## config.mk

```make
export PLATFORM = sky130hd
export DESIGN_NAME = fwd_operand_queue
export DESIGN_NICKNAME = d
export VERILOG_FILES = /design/src/rtl/fwd_operand_queue.sv
export SDC_FILE = /design/constraint.sdc
export NUM_CORES = 1
export LEC_CHECK = 0
export BUFFER_PORTS_ARGS = -buffer_cell sky130_fd_sc_hd__buf_2
export CORE_MARGIN = 10
export CORE_UTILIZATION = 29
export DETAILED_ROUTE_END_ITERATION = 7
export SLEW_MARGIN = 30
export SYNTH_ARGS = -nofsm -noshare
export SYNTH_HDL_FRONTEND = slang
export SYNTH_SLANG_ARGS = --single-unit
export TNS_END_PERCENT = 20
```

## constraint.sdc

```tcl
create_clock -name clk -period 15.64 [get_ports clk]
set_clock_uncertainty 0.1 [all_clocks]
set_input_delay 3.128 -clock clk [delete_from_list [all_inputs] [get_ports clk]]
set_output_delay 3.128 -clock clk [all_outputs]
set_load 0.05 [all_outputs]
```

## src/rtl/fwd_operand_queue.sv

```systemverilog
module fwd_operand_queue #(
  parameter int DEPTH  = 4,
  parameter int DATA_W = 32,
  parameter int ADDR_W = 8,
  parameter int SEQ_W  = 4
) (
  input  logic                      clk,
  input  logic                      rst_n,
  input  logic                      req_valid,
  input  logic [ADDR_W-1:0]         req_addr,
  output logic                      req_ready,
  output logic                      rf_rd_valid,
  output logic [ADDR_W-1:0]         rf_rd_addr,
  output logic [$clog2(DEPTH):0]    rf_rd_tag,
  input  logic [4:0]                fwd_valid,
  input  logic [5*ADDR_W-1:0]       fwd_addr,
  input  logic [5*DATA_W-1:0]       fwd_data,
  input  logic [5*SEQ_W-1:0]        fwd_seq,
  input  logic                      rf_rsp_valid,
  input  logic [$clog2(DEPTH):0]    rf_rsp_tag,
  input  logic [DATA_W-1:0]         rf_rsp_data,
  output logic                      out_valid,
  output logic [DATA_W-1:0]         out_data,
  input  logic                      out_ready
);
  localparam int NF = 5;
  localparam int PW = $clog2(DEPTH);
  localparam int TW = PW + 1;

  function automatic logic [DATA_W:0] pick(
    input logic [ADDR_W-1:0]      a,
    input logic [NF-1:0]          v,
    input logic [NF*ADDR_W-1:0]   fa,
    input logic [NF*DATA_W-1:0]   fd,
    input logic [NF*SEQ_W-1:0]    fs
  );
    logic              hit;
    logic [SEQ_W-1:0]  best;
    logic [DATA_W-1:0] d;
    hit  = 1'b0;
    best = '0;
    d    = '0;
    for (int p = 0; p < NF; p++) begin
      if (v[p] && fa[p*ADDR_W +: ADDR_W] == a &&
          (!hit || fs[p*SEQ_W +: SEQ_W] > best)) begin
        hit  = 1'b1;
        best = fs[p*SEQ_W +: SEQ_W];
        d    = fd[p*DATA_W +: DATA_W];
      end
    end
    return {hit, d};
  endfunction

  logic [TW-1:0]     wp, rp;
  logic [DEPTH-1:0]  occ, fil;
  logic [ADDR_W-1:0] adr [DEPTH];
  logic [DATA_W-1:0] dat [DEPTH];
  logic [TW-1:0]     tg  [DEPTH];
  logic [DATA_W:0]   ent_pick [DEPTH];
  logic [DATA_W:0]   req_pick;

  wire [TW-1:0] cnt = wp - rp;
  wire [PW-1:0] wi  = wp[PW-1:0];
  wire [PW-1:0] ri  = rp[PW-1:0];
  wire [PW-1:0] si  = rf_rsp_tag[PW-1:0];

  assign req_pick = pick(req_addr, fwd_valid, fwd_addr, fwd_data, fwd_seq);

  for (genvar g = 0; g < DEPTH; g++) begin : g_snoop
    assign ent_pick[g] = pick(adr[g], fwd_valid, fwd_addr, fwd_data, fwd_seq);
  end

  assign out_valid   = occ[ri] && fil[ri];
  assign out_data    = dat[ri];
  wire   pop         = out_valid && out_ready;
  assign req_ready   = (cnt != TW'(DEPTH)) || pop;
  wire   push        = req_valid && req_ready;
  assign rf_rd_valid = push && !req_pick[DATA_W];
  assign rf_rd_addr  = req_addr;
  assign rf_rd_tag   = wp;

  always_ff @(posedge clk) begin
    if (!rst_n) begin
      wp  <= '0;
      rp  <= '0;
      occ <= '0;
      fil <= '0;
      for (int i = 0; i < DEPTH; i++) begin
        adr[i] <= '0;
        dat[i] <= '0;
        tg[i]  <= '0;
      end
    end else begin
      for (int i = 0; i < DEPTH; i++) begin
        if (occ[i] && !fil[i]) begin
          if (ent_pick[i][DATA_W]) begin
            fil[i] <= 1'b1;
            dat[i] <= ent_pick[i][DATA_W-1:0];
          end else if (rf_rsp_valid && si == PW'(i) && rf_rsp_tag == tg[i]) begin
            fil[i] <= 1'b1;
            dat[i] <= rf_rsp_data;
          end
        end
      end
      if (pop) begin
        occ[ri] <= 1'b0;
        fil[ri] <= 1'b0;
        rp      <= rp + 1'b1;
      end
      if (push) begin
        occ[wi] <= 1'b1;
        fil[wi] <= req_pick[DATA_W];
        dat[wi] <= req_pick[DATA_W-1:0];
        adr[wi] <= req_addr;
        tg[wi]  <= wp;
        wp      <= wp + 1'b1;
      end
    end
  end


  no_overflow_chk: assert property (@(posedge clk) disable iff (!rst_n)
    cnt <= TW'(DEPTH));


  full_hold_chk: assert property (@(posedge clk) disable iff (!rst_n)
    (cnt == TW'(DEPTH) && !pop) |=> (cnt == TW'(DEPTH)));


  head_stable_chk: assert property (@(posedge clk) disable iff (!rst_n)
    (out_valid && !out_ready) |=> (out_valid && $stable(out_data)));


  rd_grows_chk: assert property (@(posedge clk) disable iff (!rst_n)
    (rf_rd_valid && !pop) |=> (cnt == $past(cnt) + 1'b1));


  no_underflow_chk: assert property (@(posedge clk) disable iff (!rst_n)
    (cnt == '0) |-> !out_valid);
endmodule

```

* After elaboration in Yosys (flattened, before gate mapping)
Memories as Yosys holds them, arrays and structs flattened. A register that Yosys moved wholly into a read port is not among the register bits.
Cells that the tools add are included.
** Operators by class
- $add $sub $neg :: 3
- Order comparisons :: 24
- Equal/unequal tests :: 33
- Multiplexer cells :: 157
- Bitwise gates (word level) :: 12
- Reduce and logical (&&, ||, !) cells :: 112
** Operator list (number)
- 2-to-1 mux 32 bit :: 33
- equality test 8 bit :: 25
- 2-to-1 mux 4 bit :: 26
- 2-to-1 mux 1 bit :: 87
- greater-than comparator 4 bit :: 20
- logical AND 1 bit :: 63
- zero test 1 bit :: 25
- logical OR 1 bit :: 21
- equality test 3 bit :: 4
- AND 4 bit :: 2
- 2-to-1 mux 2 bit :: 4
- 2-to-1 mux 8 bit :: 1
- bitwise OR 1 bit :: 8
- OR reduction 8 bit :: 1
- adder 3 x 1 -> 3 bit (second input constant) :: 2
- < comparator 2 x 3 -> 1 bit (second input constant) :: 2
- binary-select mux 1 bit (select 2 bit) :: 2
- bitwise mux 4 bit :: 1
- demux 1 bit (select 2 bit) :: 2
- equality test 2 bit (second input constant) :: 2
- greater-or-equal comparator 2 x 1 -> 1 bit (second input constant) :: 2
- inverter 4 bit :: 1
- bitwise OR 4 bit :: 1
- 2-to-1 mux 3 bit :: 1
- 5 further kinds :: 5
** Storage, ports and cells
- Register bits after elaboration :: 14
- Bits in writable memories :: 172
- Input port bits :: 273
- Output and inout port bits :: 46
- Logic and storage cells :: 348
- Memories kept :: 3
** Memory list
- dat :: depth 4, width 32, read ports 1, clocked after Yosys merged registers in 1, write ports 5, line 57 : logic [DATA_W-1:0] dat [DEPTH];
- adr :: depth 4, width 8, read ports 4, clocked after Yosys merged registers in 0, write ports 4, line 56 : logic [ADDR_W-1:0] adr [DEPTH];
- tg :: depth 4, width 3, read ports 4, clocked after Yosys merged registers in 0, write ports 4, line 58 : logic [TW-1:0] tg [DEPTH];

* Longest topological paths before layout
- Depth after elaboration :: 27
- Depth in mapped cells :: 47
- Gate-level depth less buffers :: 39

* Least setup slack after synthesis
OpenSTA, ideal clock, no wires.
- Path kind :: input to register
- From :: in fwd_addr[7]
- To :: mem dat[0][30] (data pin)
- Arrival :: 10918 ps
- Setup slack :: 4459 ps
- Cell stages on the path :: 45
- Buffers on the path :: 8
- Cell sequence :: buf_2 -> xnor2_1 -> nand3_1 -> nor3_1 -> nand2_1 -> ha_1 -> nor2b_1 -> o21a_1 -> o21a_1 -> o21ai_0 -> a21oi_1 -> buf_2 -> mux2i_1 -> inv_1 -> ha_1 -> nor2b_1 -> o21a_1 -> o21a_1 -> [9 not listed] -> a21oi_1 -> o21ai_0 -> and2_1 -> clkbuf_1 -> clkbuf_1 -> mux2_2 -> ha_1 -> nor2b_1 -> o21ai_0 -> nand2b_1 -> a21oi_1 -> a41o_1 -> nand2_1 -> and2_1 -> clkbuf_1 -> clkbuf_1 -> a211oi_1 -> o221ai_1
** RTL lines
- start: declaration :: line 16 : input logic [5*ADDR_W-1:0] fwd_addr,
- end: declaration :: line 57

==> results.json <==
{
  "status": "finished with violations",
  "critical_path_class": "input pin to flop",
  "portBuffers": 318,
  "synth-main-ff-cell": "edfxtp_1",
  "dp_hpwl_um": 78200,
  "insertion_delay_ns": 0.51,
  "crit_required_ns": 15.79,
  "netlist.area_leader.share_pct": 23.2,
  "synth_edf_count": 172,
  "vias": 24700,
  "worst_slew_pin_slew_ns": 1.09,
  "violations": "design-rule violations",
  "cp-start-kind": "input pin",
  "min_period_ns": 12.98,
  "hold_class": "flop to flop",
  "postCtsHoldBufs": 0,
  "rsz0062_at_grt": "false",
  "power_density_mw_per_mm2": 55.6,
  "crit_fanout": 41,
  "synthArstFlopShare_pct": 0,
  "path_clk_slew_ns": 0.09,
  "syn_to_final_growth_pct": 13.6,
  "core_area_sq_mm": 0.0759,
  "yosys.area.top_type": "edfxtp_1",
  "post-route-period-util_pct": 83.0,
  "syn-instance-count": 2764,
  "post_cts.repair.setup_buffers": 0,
  "drtPass1Iterations": 8,
  "critPathBufInv": 5,
  "cts_inserted_buffers": 17,
  "wl_per_cell_um": 29.7,
  "clk_path_buf_depth": 2,
  "htree_levels": 4,
  "cts_tree": "done",
  "die_y_um": 297,
  "place_congestion": 0.950,
  "cp.arrival_ns": 13.13,
  "worst_setup_path_end_kind": "flop",
  "avgSynthCellArea_sq_um": 8.04,
  "grt_max_degree": 70,
  "start_util_pct": 29.3,
  "synthesis.area_sq_mm": 0.0222,
  "drive_above_1_share_pct": 18.5,
  "yosys_warnings": 0,
  "grt_pass1_vias": 23500,
  "yosysSeqAreaShare_pct": 24.7,
  "peakVddDrop_v": 0.0000643,
  "final_nets": 3213,
  "slew_viol_final": 0,
  "finalSetupViolations": 0,
  "die_area_sq_mm": 0.0881,
  "crit_family": "compound AO/OA/AOI/OAI gates",
  "drt_iter0_drc": 3704,
  "post-route-cell-area_sq_mm": 0.0253,
  "postRouteWirelength_um": 116000,
  "maxCapViolCount": 0,
  "track_usage_pct": 25.0,
  "finalHoldViolCount": 0,
  "die_w_um": 297,
  "viasPerCell": 6.32,
  "fmaxAchievable_mhz": 77.0,
  "synth_area_leaders": "edfxtp_1 (23%), xnor2_1 (6.1%), ha_1 (5.0%)",
  "critPathMaxStageDelay_ns": 0.85,
  "clock-sinks": 188,
  "cts_resized": 0,
  "ys_top_cells_by_count": "nand2_1 (258), clkbuf_1 (198), o21ai_0 (193), edfxtp_1 (172), xnor2_1 (156)",
  "leakage_uw": 0.00877,
  "ys_ff_latch": 188,
  "synth_cell_type_count": 78,
  "drc": 1,
  "postPlaceCellArea_sq_mm": 0.0246,
  "max_slew_margin_pct": 27.0,
  "cp_slowest_cell": "o21a_2",
  "antenna_found_initial": 48,
  "cts-root-buf": "clkbuf_16",
  "overflow": 0,
  "grt_pass1_wl_um": 166000,
  "placementRows": 101,
  "pin_count": 319,
  "antenna_left": 0,
  "fin_setup_tns_ns": 0,
  "synth.most_common_cell": "nand2_1"
}
final cells by class:
class / instances / area [sq um]
well taps: 1030 / 1290
inverters: 49 / 184
fillers: 8035 / 50700
clock buffers: 17 / 425
flip-flops and latches: 188 / 5490
diodes: 19 / 47.5
multi-input cells: 2216 / 15500
clock inverters: 15 / 186
repair buffers: 379 / 2090
registers in the layout (all words and copies together) (netlist names), named ones only:
name,count
adr,32
occ,4
fil,4
dat,128
rf_rd_tag,3
rp,3
tg,12
cells in the final DEF (no fill, tap or decap), types with 13 or more instances in the layout:
master	netlist	final
o211ai_1	78	78
xnor2_1	156	156
nand3_1	78	74
o21ai_1	76	71
o21ai_0	193	192
and3_1	13	13
buf_4	9	57
buf_2	90	318
a22oi_1	123	123
o21a_1	31	29
a22o_1	35	35
mux2i_1	40	40
nor3_1	39	33
o221ai_1	41	41
o2bb2ai_1	32	32
a21boi_0	23	23
inv_1	48	48
nand2b_1	24	23
a211oi_1	128	128
a31oi_1	34	33
a21oi_1	131	125
dfxtp_1	16	14
a21o_1	41	41
a221oi_1	31	31
and2_1	74	73
mux2_2	17	17
diode_2	0	19
nand2_1	258	258
xor2_1	54	54
nor2_1	139	135
mux4_2	33	33
o31ai_1	45	45
nand4_1	41	41
ha_1	89	89
nor2b_1	25	24
edfxtp_1	172	172
clkbuf_16	0	17
power by group:
group	total, uW	internal, uW	switching (uW)
Sequential	599	574	25.8
Combinational	335	106	228
Clock	470	218	252
Total	1400	898	506
final timing paths:
kind | start | endpoint | slack [ns] | cells after the start
hold reg to reg | occ[0] | occ[0] | 0.37 | 2
setup reg to reg | adr[3][1] | dat[3][10] | 4.81 | 37
setup / recovery | fwd_addr[4] | dat[3][10] | 2.66 | 38
hold / removal | occ[0] | occ[0] | 0.37 | 2
through the flow:
stage                     util, %  instances  hold slack (ns)  total power (uW)  setup WS (ns)
after floorplan                 -       2767            0.340               782           4.46
after global placement       32.2       3858            0.353               932           1.99
after detailed placement     32.3       3862            0.361               935           2.28
after CTS                    33.1       3894            0.373              1400           2.78
after global routing         33.2       3903            0.402              1450           2.26
final                        33.3       3913            0.374              1400           2.66
routing by layer:
metal | global-route usage (%) | vias up | wire length (um)
li1 | - | 10700 | -
met1 | 31.0 | 11600 | 44600
met2 | 37.3 | 1990 | 49100
met3 | 10.4 | 438 | 16100
met4 | 11.5 | 42 | 5860
met5 | 0.277 | - | 293
worst min-delay path, delay by kind of cell (launching register included):
| kind | cells | cell delay [ns] |
|---|---|---|
| simple gates | 2 | 0.10 |
| flops | 1 | 0.34 |
cell families (layout without fill, tap and decap cells):
kind of cell	count (synthesis)	count (layout)	synth area share [%]
adder cells (fa/ha/maj)	90	90	5.06
AND/OR/NAND/NOR	737	737	15.9
flip-flops	188	188	24.7
other	1	23	0.0169
AO/OA/AOI/OAI	1085	1085	33.0
multiplexers	90	90	6.01
XOR/XNOR	210	210	8.27
buffers and inverters	363	460	6.99
Power figures use the tool's default switching activity.
